**src/rtl/tmr_pkg.sv**
```systemverilog
package tmr_pkg;
  localparam int unsigned CNT_W  = 32;
  localparam int unsigned ADDR_W = 3;

  typedef enum logic [ADDR_W-1:0] {
    A_CTRL   = 3'd0,
    A_RELOAD = 3'd1,
    A_COUNT  = 3'd2,
    A_IRQEN  = 3'd3,
    A_STATUS = 3'd4
  } reg_addr_e;

  // command that must cross the resynchronisation delay
  typedef struct packed {
    logic             valid;
    logic             to_ctrl;  // 1: control write, 0: direct counter write
    logic [CNT_W-1:0] data;
  } cmd_t;
endpackage

```
**src/rtl/tmr_cmd_sync.sv**
```systemverilog
module tmr_cmd_sync
  import tmr_pkg::*;
#(
  parameter int unsigned STAGES = 3
) (
  input  logic clk,
  input  logic rst_n,
  input  cmd_t cmd_in,
  output cmd_t cmd_out
);
  cmd_t pipe [STAGES];

  for (genvar i = 0; i < STAGES; i++) begin : g_stage
    if (i == 0) begin : g_first
      always_ff @(posedge clk) begin
        if (!rst_n) pipe[0] <= '0;
        else        pipe[0] <= cmd_in;
      end
    end else begin : g_next
      always_ff @(posedge clk) begin
        if (!rst_n) pipe[i] <= '0;
        else        pipe[i] <= pipe[i-1];
      end
    end
  end

  assign cmd_out = pipe[STAGES-1];
endmodule

```
**src/rtl/tmr_core.sv**
```systemverilog
module tmr_core
  import tmr_pkg::*;
(
  input  logic             clk,
  input  logic             rst_n,
  input  logic             tick,
  input  cmd_t             cmd,
  input  logic [CNT_W-1:0] reload_val,
  output logic [CNT_W-1:0] count,
  output logic             run,
  output logic             periodic,
  output logic             ovf
);
  localparam logic [CNT_W-1:0] ALL_ONES = '1;

  logic at_top;
  assign at_top = (count == ALL_ONES);
  // a pending command takes priority over a tick in the same cycle
  assign ovf    = run && tick && !cmd.valid && at_top;

  always_ff @(posedge clk) begin
    if (!rst_n) begin
      count    <= '0;
      run      <= 1'b0;
      periodic <= 1'b0;
    end else if (cmd.valid) begin
      if (cmd.to_ctrl) begin
        run      <= cmd.data[0];
        periodic <= cmd.data[1];
        if (cmd.data[0]) count <= reload_val;
      end else begin
        count <= cmd.data;
      end
    end else if (run && tick) begin
      if (at_top) begin
        if (periodic) begin
          count <= reload_val;
        end else begin
          count <= '0;
          run   <= 1'b0;
        end
      end else begin
        count <= count + 1'b1;
      end
    end
  end

  // one step per tick while running
  a_r4_step: assert property (@(posedge clk) disable iff (!rst_n)
    (run && tick && !cmd.valid && !at_top) |=> (count == $past(count) + 1'b1));

  // one-shot overflow stops at zero
  a_r6_oneshot_stop: assert property (@(posedge clk) disable iff (!rst_n)
    (ovf && !periodic) |=> (!run && count == '0));

  // periodic overflow refills and keeps running
  a_r7_reload: assert property (@(posedge clk) disable iff (!rst_n)
    (ovf && periodic) |=> (run && count == $past(reload_val)));

  // a stopped counter does not move without a command
  a_r9_frozen: assert property (@(posedge clk) disable iff (!rst_n)
    (!run && !cmd.valid) |=> $stable(count));
endmodule

```
**src/rtl/tmr_regs.sv**
```systemverilog
module tmr_regs
  import tmr_pkg::*;
(
  input  logic              clk,
  input  logic              rst_n,
  input  logic              req_valid,
  input  logic              req_write,
  input  logic [ADDR_W-1:0] req_addr,
  input  logic [CNT_W-1:0]  req_wdata,
  input  logic [CNT_W-1:0]  count,
  input  logic              run,
  input  logic              periodic,
  input  logic              ovf,
  output cmd_t              cmd_req,
  output logic [CNT_W-1:0]  reload_val,
  output logic              rsp_valid,
  output logic [CNT_W-1:0]  rsp_rdata,
  output logic              irq
);
  logic wr, rd;
  logic irq_en, ovf_flag, clr_flag;
  logic [CNT_W-1:0] rd_mux;

  assign wr       = req_valid && req_write;
  assign rd       = req_valid && !req_write;
  assign clr_flag = wr && (req_addr == A_STATUS) && req_wdata[0];

  always_comb begin
    cmd_req = '0;
    if (wr && req_addr == A_CTRL) begin
      cmd_req.valid   = 1'b1;
      cmd_req.to_ctrl = 1'b1;
      cmd_req.data    = req_wdata;
    end else if (wr && req_addr == A_COUNT) begin
      cmd_req.valid   = 1'b1;
      cmd_req.to_ctrl = 1'b0;
      cmd_req.data    = req_wdata;
    end
  end

  always_ff @(posedge clk) begin
    if (!rst_n) begin
      reload_val <= '0;
      irq_en     <= 1'b0;
      ovf_flag   <= 1'b0;
    end else begin
      if (wr && req_addr == A_RELOAD) reload_val <= req_wdata;
      if (wr && req_addr == A_IRQEN)  irq_en     <= req_wdata[0];
      if (ovf)           ovf_flag <= 1'b1;
      else if (clr_flag) ovf_flag <= 1'b0;
    end
  end

  always_comb begin
    case (req_addr)
      A_CTRL:   rd_mux = {{(CNT_W-2){1'b0}}, periodic, run};
      A_RELOAD: rd_mux = reload_val;
      A_COUNT:  rd_mux = count;
      A_IRQEN:  rd_mux = {{(CNT_W-1){1'b0}}, irq_en};
      A_STATUS: rd_mux = {{(CNT_W-1){1'b0}}, ovf_flag};
      default:  rd_mux = '0;
    endcase
  end

  always_ff @(posedge clk) begin
    if (!rst_n) begin
      rsp_valid <= 1'b0;
      rsp_rdata <= '0;
    end else begin
      rsp_valid <= rd;
      if (rd) rsp_rdata <= rd_mux;
    end
  end

  assign irq = ovf_flag && irq_en;

  // an overflow always leaves the flag set
  a_r10_ovf_sets: assert property (@(posedge clk) disable iff (!rst_n)
    ovf |=> ovf_flag);

  // flag is sticky unless cleared by a write of one
  a_r10_sticky: assert property (@(posedge clk) disable iff (!rst_n)
    (ovf_flag && !clr_flag) |=> ovf_flag);

  // interrupt holds until the flag or the enable is written
  a_r11_irq_hold: assert property (@(posedge clk) disable iff (!rst_n)
    (irq && !clr_flag && !(wr && req_addr == A_IRQEN)) |=> irq);

  // writes never produce a response
  a_r2_no_wr_rsp: assert property (@(posedge clk) disable iff (!rst_n)
    (req_valid && req_write) |=> !rsp_valid);
endmodule

```
**src/rtl/rollover_timer.sv**
```systemverilog
module rollover_timer
  import tmr_pkg::*;
#(
  parameter int unsigned SYNC_STAGES = 3
) (
  input  logic              clk,
  input  logic              rst_n,
  input  logic              tick,
  input  logic              req_valid,
  input  logic              req_write,
  input  logic [ADDR_W-1:0] req_addr,
  input  logic [CNT_W-1:0]  req_wdata,
  output logic              rsp_valid,
  output logic [CNT_W-1:0]  rsp_rdata,
  output logic              irq
);
  cmd_t             cmd_req, cmd_due;
  logic [CNT_W-1:0] reload_val, count;
  logic             run, periodic, ovf;

  tmr_regs u_regs (
    .clk        (clk),
    .rst_n      (rst_n),
    .req_valid  (req_valid),
    .req_write  (req_write),
    .req_addr   (req_addr),
    .req_wdata  (req_wdata),
    .count      (count),
    .run        (run),
    .periodic   (periodic),
    .ovf        (ovf),
    .cmd_req    (cmd_req),
    .reload_val (reload_val),
    .rsp_valid  (rsp_valid),
    .rsp_rdata  (rsp_rdata),
    .irq        (irq)
  );

  tmr_cmd_sync #(.STAGES(SYNC_STAGES)) u_sync (
    .clk     (clk),
    .rst_n   (rst_n),
    .cmd_in  (cmd_req),
    .cmd_out (cmd_due)
  );

  tmr_core u_core (
    .clk        (clk),
    .rst_n      (rst_n),
    .tick       (tick),
    .cmd        (cmd_due),
    .reload_val (reload_val),
    .count      (count),
    .run        (run),
    .periodic   (periodic),
    .ovf        (ovf)
  );
endmodule

```
**config.mk**
```make
export PLATFORM = sky130hd
export DESIGN_NAME = rollover_timer
export DESIGN_NICKNAME = d
export VERILOG_FILES = /design/src/rtl/tmr_pkg.sv /design/src/rtl/tmr_cmd_sync.sv /design/src/rtl/tmr_core.sv /design/src/rtl/tmr_regs.sv /design/src/rtl/rollover_timer.sv
export SDC_FILE = /design/constraint.sdc
export NUM_CORES = 1
export LEC_CHECK = 0
export BUFFER_PORTS_ARGS = -buffer_cell sky130_fd_sc_hd__clkbuf_2
export CORE_UTILIZATION = 60
export CTS_BUF_LIST = sky130_fd_sc_hd__clkbuf_4 sky130_fd_sc_hd__clkbuf_8
export DETAILED_ROUTE_END_ITERATION = 8
export PLACE_DENSITY = 0.85
export SLEW_MARGIN = 15
export SYNTH_ARGS = -nofsm -noshare
export SYNTH_HDL_FRONTEND = slang
export SYNTH_SLANG_ARGS = --single-unit
```
**constraint.sdc**
```tcl
create_clock -name clk -period 2.65 [get_ports clk]
set_input_delay 0.3975 -clock clk [delete_from_list [all_inputs] [get_ports clk]]
set_output_delay 0.3975 -clock clk [all_outputs]
set_load 0.01 [all_outputs]
```
# Word level (Yosys, flattened, before mapping)
# Memories as Yosys holds them, arrays and structs flattened.
# Index checks and enable logic that the tools add are counted.
word_totals:
  ff_bits: 101
  elab_cells: 63
  latch_bits: 0
  n_memories: 1
  output_inout_bits: 34
  rom_bits: 0
  ram_bits: 102
  in_bits: 40
memory_table:
  columns: ["memory", "words", "width", "read_ports", "rd_ports_with_merged_regs", "write_ports", "line_no", "text"]
  rows:
  - ["u_sync.pipe", 3, 34, 3, 0, 3, "tmr_cmd_sync.sv:11", "cmd_t pipe [STAGES];"]
op_classes:
  div_mod_pow: 0
  n_reduce_logical: 21
  magnitude_cmp: 0
  bitwise_logic: 3
  n_shift: 0
  n_eq_ne: 8
  n_mul: 0
  addsub: 1
  mux: 21
ops:
  columns: ["operator", "n"]
  rows:
  - ["$mux 32", 6]
  - ["$mux 34", 5]
  - ["$pmux 32 s5", 1]
  - ["$add 32x1->32 const B", 1]
  - ["$eq 32x32->1 const B", 1]
  - ["$logic_and 1x1->1", 12]
  - ["$mux 1", 9]
  - ["$eq 3x2->1 const B", 2]
  - ["$reduce_bool 2->1", 3]
  - ["$reduce_and 2->1", 2]
  - ["$reduce_and 4->1", 1]
  - ["$eq 3x1->1 const B", 1]
  - ["$eq 3x3->1 const B", 1]
  - ["$logic_not 3->1", 1]
  - ["$ne 3x3->1 const B", 1]
  - ["$or 1x1->1", 3]
  - ["$logic_not 1->1", 2]
  - ["$ne 2x1->1 const B", 1]
  - ["$ne 2x2->1 const B", 1]

# Longest topological paths before layout
logic_depth:
  ltp_word: 5
  depth_mapped: 8
  ltp_nobuf: 6

# By module
# A second synthesis with hierarchy kept.
hier_totals:
  hier_cells: 1005
  hier_area_um2: 9100.0
by_module_without_submodules:
  columns: ["mod", "area_per_inst_um2", "cells_per_inst", "n_inst", "seq_area_each_um2"]
  rows:
  - ["tmr_regs", 3467.1, 423, 1, 1341.3]
  - ["tmr_core", 2841.5, 367, 1, 680.7]
  - ["tmr_cmd_sync", 2791.4, 215, 1, 2042.0]

# Worst setup path after synthesis
# OpenSTA, ideal clock, no wires.
synth_timing:
  kind: "register -> register"
  start: "register u_core.count[1]"
  end: "register u_core.count[11]"
  period_less_slack_ns: 1.979
  setup_slack_ns: 0.671
  path_stages_with_launch: 8
  n_path_buf: 1
  t_arrival_ns: 1.847
  setup_ns: 0.132
  required_ns: 2.518
  path_cell_list: "dfxtp_1 -> ha_1 -> nand3_1 -> nor4_1 -> buf_2 -> nand4_2 -> a221oi_1 -> nor3_1"
synth_via:
  elab_chain_len: 4
  elab_cells_between_ends: 5
  cone_classes: "add/sub: 1; eq/ne: 1; mux: 3"
synth_rtl:
  columns: ["item", "line_no", "text"]
  rows:
  - ["from (decl)", "tmr_core.sv:9", "output logic [CNT_W-1:0] count,"]
  - ["from (signal assigned)", "tmr_core.sv:30", "if (cmd.data[0]) count <= reload_val;"]
  - ["from (signal assigned)", "tmr_core.sv:32", "count <= cmd.data;"]
  - ["from (signal assigned)", "tmr_core.sv:37", "count <= reload_val;"]
  - ["$add 32x1->32 or $eq 32x32->1 (tied branches)", "tmr_core.sv:43, tmr_core.sv:17", null]
  - ["$mux 32 (*)", "tmr_core.sv:35", "if (at_top) begin"]
  - ["$mux 32 (*)", "tmr_core.sv:34", "end else if (run && tick) begin"]
  - ["$mux 32 (*)", "tmr_core.sv:26", "end else if (cmd.valid) begin"]
# Every way passes the cells marked *; elsewhere a longest branch is shown, timed or not. The select of a mux whose other input is x is not followed.
# A chain may end at the register's enable or synchronous reset.

# Worst setup path after layout
layout_timing:
  start: "register u_core.count[1]"
  end: "register u_core.count[7]"
# The elaborated chain is that of the path after synthesis.

==> run metrics <==
DRT Wirelength=20.0 mm; met2 wire len=7.86 mm; Yosys reg bits=203; peak supply drop=469 uV; Layout area overhead=14.5%; Post-Syn Nets=932; IO buf count=73; postcts setup bufs=0; Chip Height=118 um; sw frac=21.6%; min Tclk post-route=2.34 ns; clk_lat worst skew=0.57 ns; Tot GR Track Use=29.2%; PnR Total Power=5.93 mW; kind of critical path=reg -> reg; post-route setup TNS=0 ns; PD cells=639 mW/mm^2; Slew Viols, Final=0; residual DRC count=0; Slew @ Worst Pin=0.631 ns; slew margin rel.=57.9%; initial core utilization=61.3%; Final GP Congestion=0.923; Peak Freq=428 MHz; Internal Power=4.65 mW; met1 WL=9.77 mm; Max stage delay on crit path=0.43 ns; Worst Path Arrival=2.79 ns; Pleak=3.54 nW; Yosys cell types=55; Die ar.=0.0140 mm^2; CP max FO=13; number of synthesized flops with an enable pin=0; I/O Pins=74; Ys Warns=0; Max-Cap Viols=0; Die Width=118 um; synthesized area=0.00812 mm^2; commonest cells after routing, fill and taps aside=202 x dfxtp_1, 103 x and2_1, 90 x nand2_1, 73 x clkbuf_2, 59 x a21oi_1; final setup vio count=0; # fillers=1036; crit-path cells=ha_1, nand3_1, nor4_1, buf_4, and3_1, nor2_1, o311a_1; outcome=completed; Met3 Routed Length=1.96 mm; CP required=3.10 ns; first-pass GRT wire length=32.7 mm; Min-Delay Path Class=in -> reg; top cells by area, synth=dfxtp_1 50%, and2_1 7.9%, nand2_1 4.2%; diode count=0; CP Launch Type=flop; CP endpoint kind=flop; Top Layer Used=met4; fin crit share=88.2%; Sink Count=203; Via Count=6685; layout cells sized above 1=17.3%; final hold violation count=0; global route overflow=0; Most used DFF post-synth=dfxtp_1; Mapped Cells=891; Seq/Total Area, Yosys=50.1%; hold_ws=0.0503 ns; worst setup margin=0.314 ns; commonest non-fill, non-tap cell in the layout=dfxtp_1; largest net degree at the start of global routing=85; Post-Syn Area per Cell=9.11 um^2; drt pass-1 iters=5; row cnt=42; antenna viol nets, final=0; DP Worst Slack=0.358 ns; share of synthesized flip-flops with an asynchronous set or reset=0%; # nets final=991; clock network power share=44.8%; clock skew=0.0289 ns; HPWL after DPL=13.1 mm; clk root buf=clkbuf_8; cell accounting for the most synthesized area=dfxtp_1; NetSw=1.28 mW; H-Tree Depth=1; sequential share of power=52.2%; cts bufs inserted=30; Gate power share=3.0%; Via density=5.83; RSZ-0062 raised after global routing=false; Core ar.=0.0132 mm^2; antenna violations before repair=0; initial DRC count=616; slowest CP cell=dfxtp_1; CTS max path bufs=3; CTS tree=done; Wirelength per Cell=17.4 um; post-cts resize count=0; Clock transition at path regs=0.07 ns; Yosys top cell area share=50.1%; CTS Hold Bufs=0; vias in the first global route=6234
## power by group through the flow
| stage | Clock (mW) | Sequential [mW] | Combinational (mW) |
|---|---|---|---|
| 3_5_place_dp | 0 | 3.17 | 0.177 |
| 5_1_grt | 2.84 | 3.10 | 0.196 |
| 6_report | 2.66 | 3.10 | 0.178 |
| 2_1_floorplan | 0 | 3.15 | 0.106 |
| 4_1_cts | 2.69 | 3.10 | 0.177 |
| 3_3_place_gp | 0 | 3.16 | 0.175 |
## synthesized netlist by cell type, drive strengths merged (16+ instances only)
master    n
a21oi    59
a22o     30
a22oi    35
and2    103
clkbuf   62
dfxtp   203
mux2i    28
nand2    90
nand3    46
nor2     51
o211ai   16
o21ai    21
## per-stage QoR
step,area [um^2],utilization [%],cells
2_1_floorplan,8120,-,891
5_1_grt,9290,70.2,1147
3_3_place_gp,8640,65.3,1094
6_report,9290,70.2,1147
3_5_place_dp,8640,65.3,1094
4_1_cts,9290,70.2,1147
## sequential cells by signal, indices dropped and copies added, names as in the netlist
name               flops
u_core.count          32
u_core.periodic        1
u_core.run             1
u_regs.irq_en          1
u_regs.ovf_flag        1
u_regs.reload_val     32
u_regs.rsp_rdata      32
u_regs.rsp_valid       1
u_sync.pipe          102
## kinds of logic (layout without fill, tap and decap cells)
family / after synthesis / in the layout / synth area share, %
AOI/OAI and AO/OA: 198 / 198 / 16.4
xor gates and xnor gates: 23 / 23 / 2.48
adders and majority gates: 1 / 1 / 0.154
buffers and inverters: 80 / 160 / 3.82
DFF: 203 / 203 / 50.1
muxes: 33 / 33 / 4.15
and+or+nand+nor: 353 / 353 / 22.9
## worst paths after layout
| check | from | end | cells past startpoint | slack (ns) |
|---|---|---|---|---|
| min | req_wdata[6] | u_sync.pipe[0][6] | 2 | 0.05 |
| min reg2reg | u_sync.pipe[1][29] | u_sync.pipe[2][29] | 1 | 0.41 |
| max | u_core.count[1] | u_core.count[7] | 7 | 0.31 |
| max reg2reg | u_core.count[1] | u_core.count[7] | 7 | 0.31 |
## cell type report
class	count	area, um^2	share of cell area (%)
clock buffers	48	598	6.44
clock inverters	5	50.0	0.539
inverters	9	33.8	0.364
multi-input cells	608	3760	40.5
flip-flops and latches	203	4070	43.8
well taps	176	220	2.37
repair buffers	98	566	6.09
## worst max-delay path, delay by kind of cell (launching register included)
kind | cells | cell delay (ns)
AO/OA/AOI/OAI | 1 | 0.33
adder cells (fa/ha/maj) | 1 | 0.24
buffers and inverters | 1 | 0.26
flip-flops | 1 | 0.43
AND/OR/NAND/NOR | 4 | 0.96
## per-layer routing
layer	GRT usage, %	up-vias
met2	38.9	333
met1	46.3	3076
met3	4.68	34
met4	10.6	0
met5	0	-
li1	-	3242
Note: power is estimated with default switching activity, not from simulation.
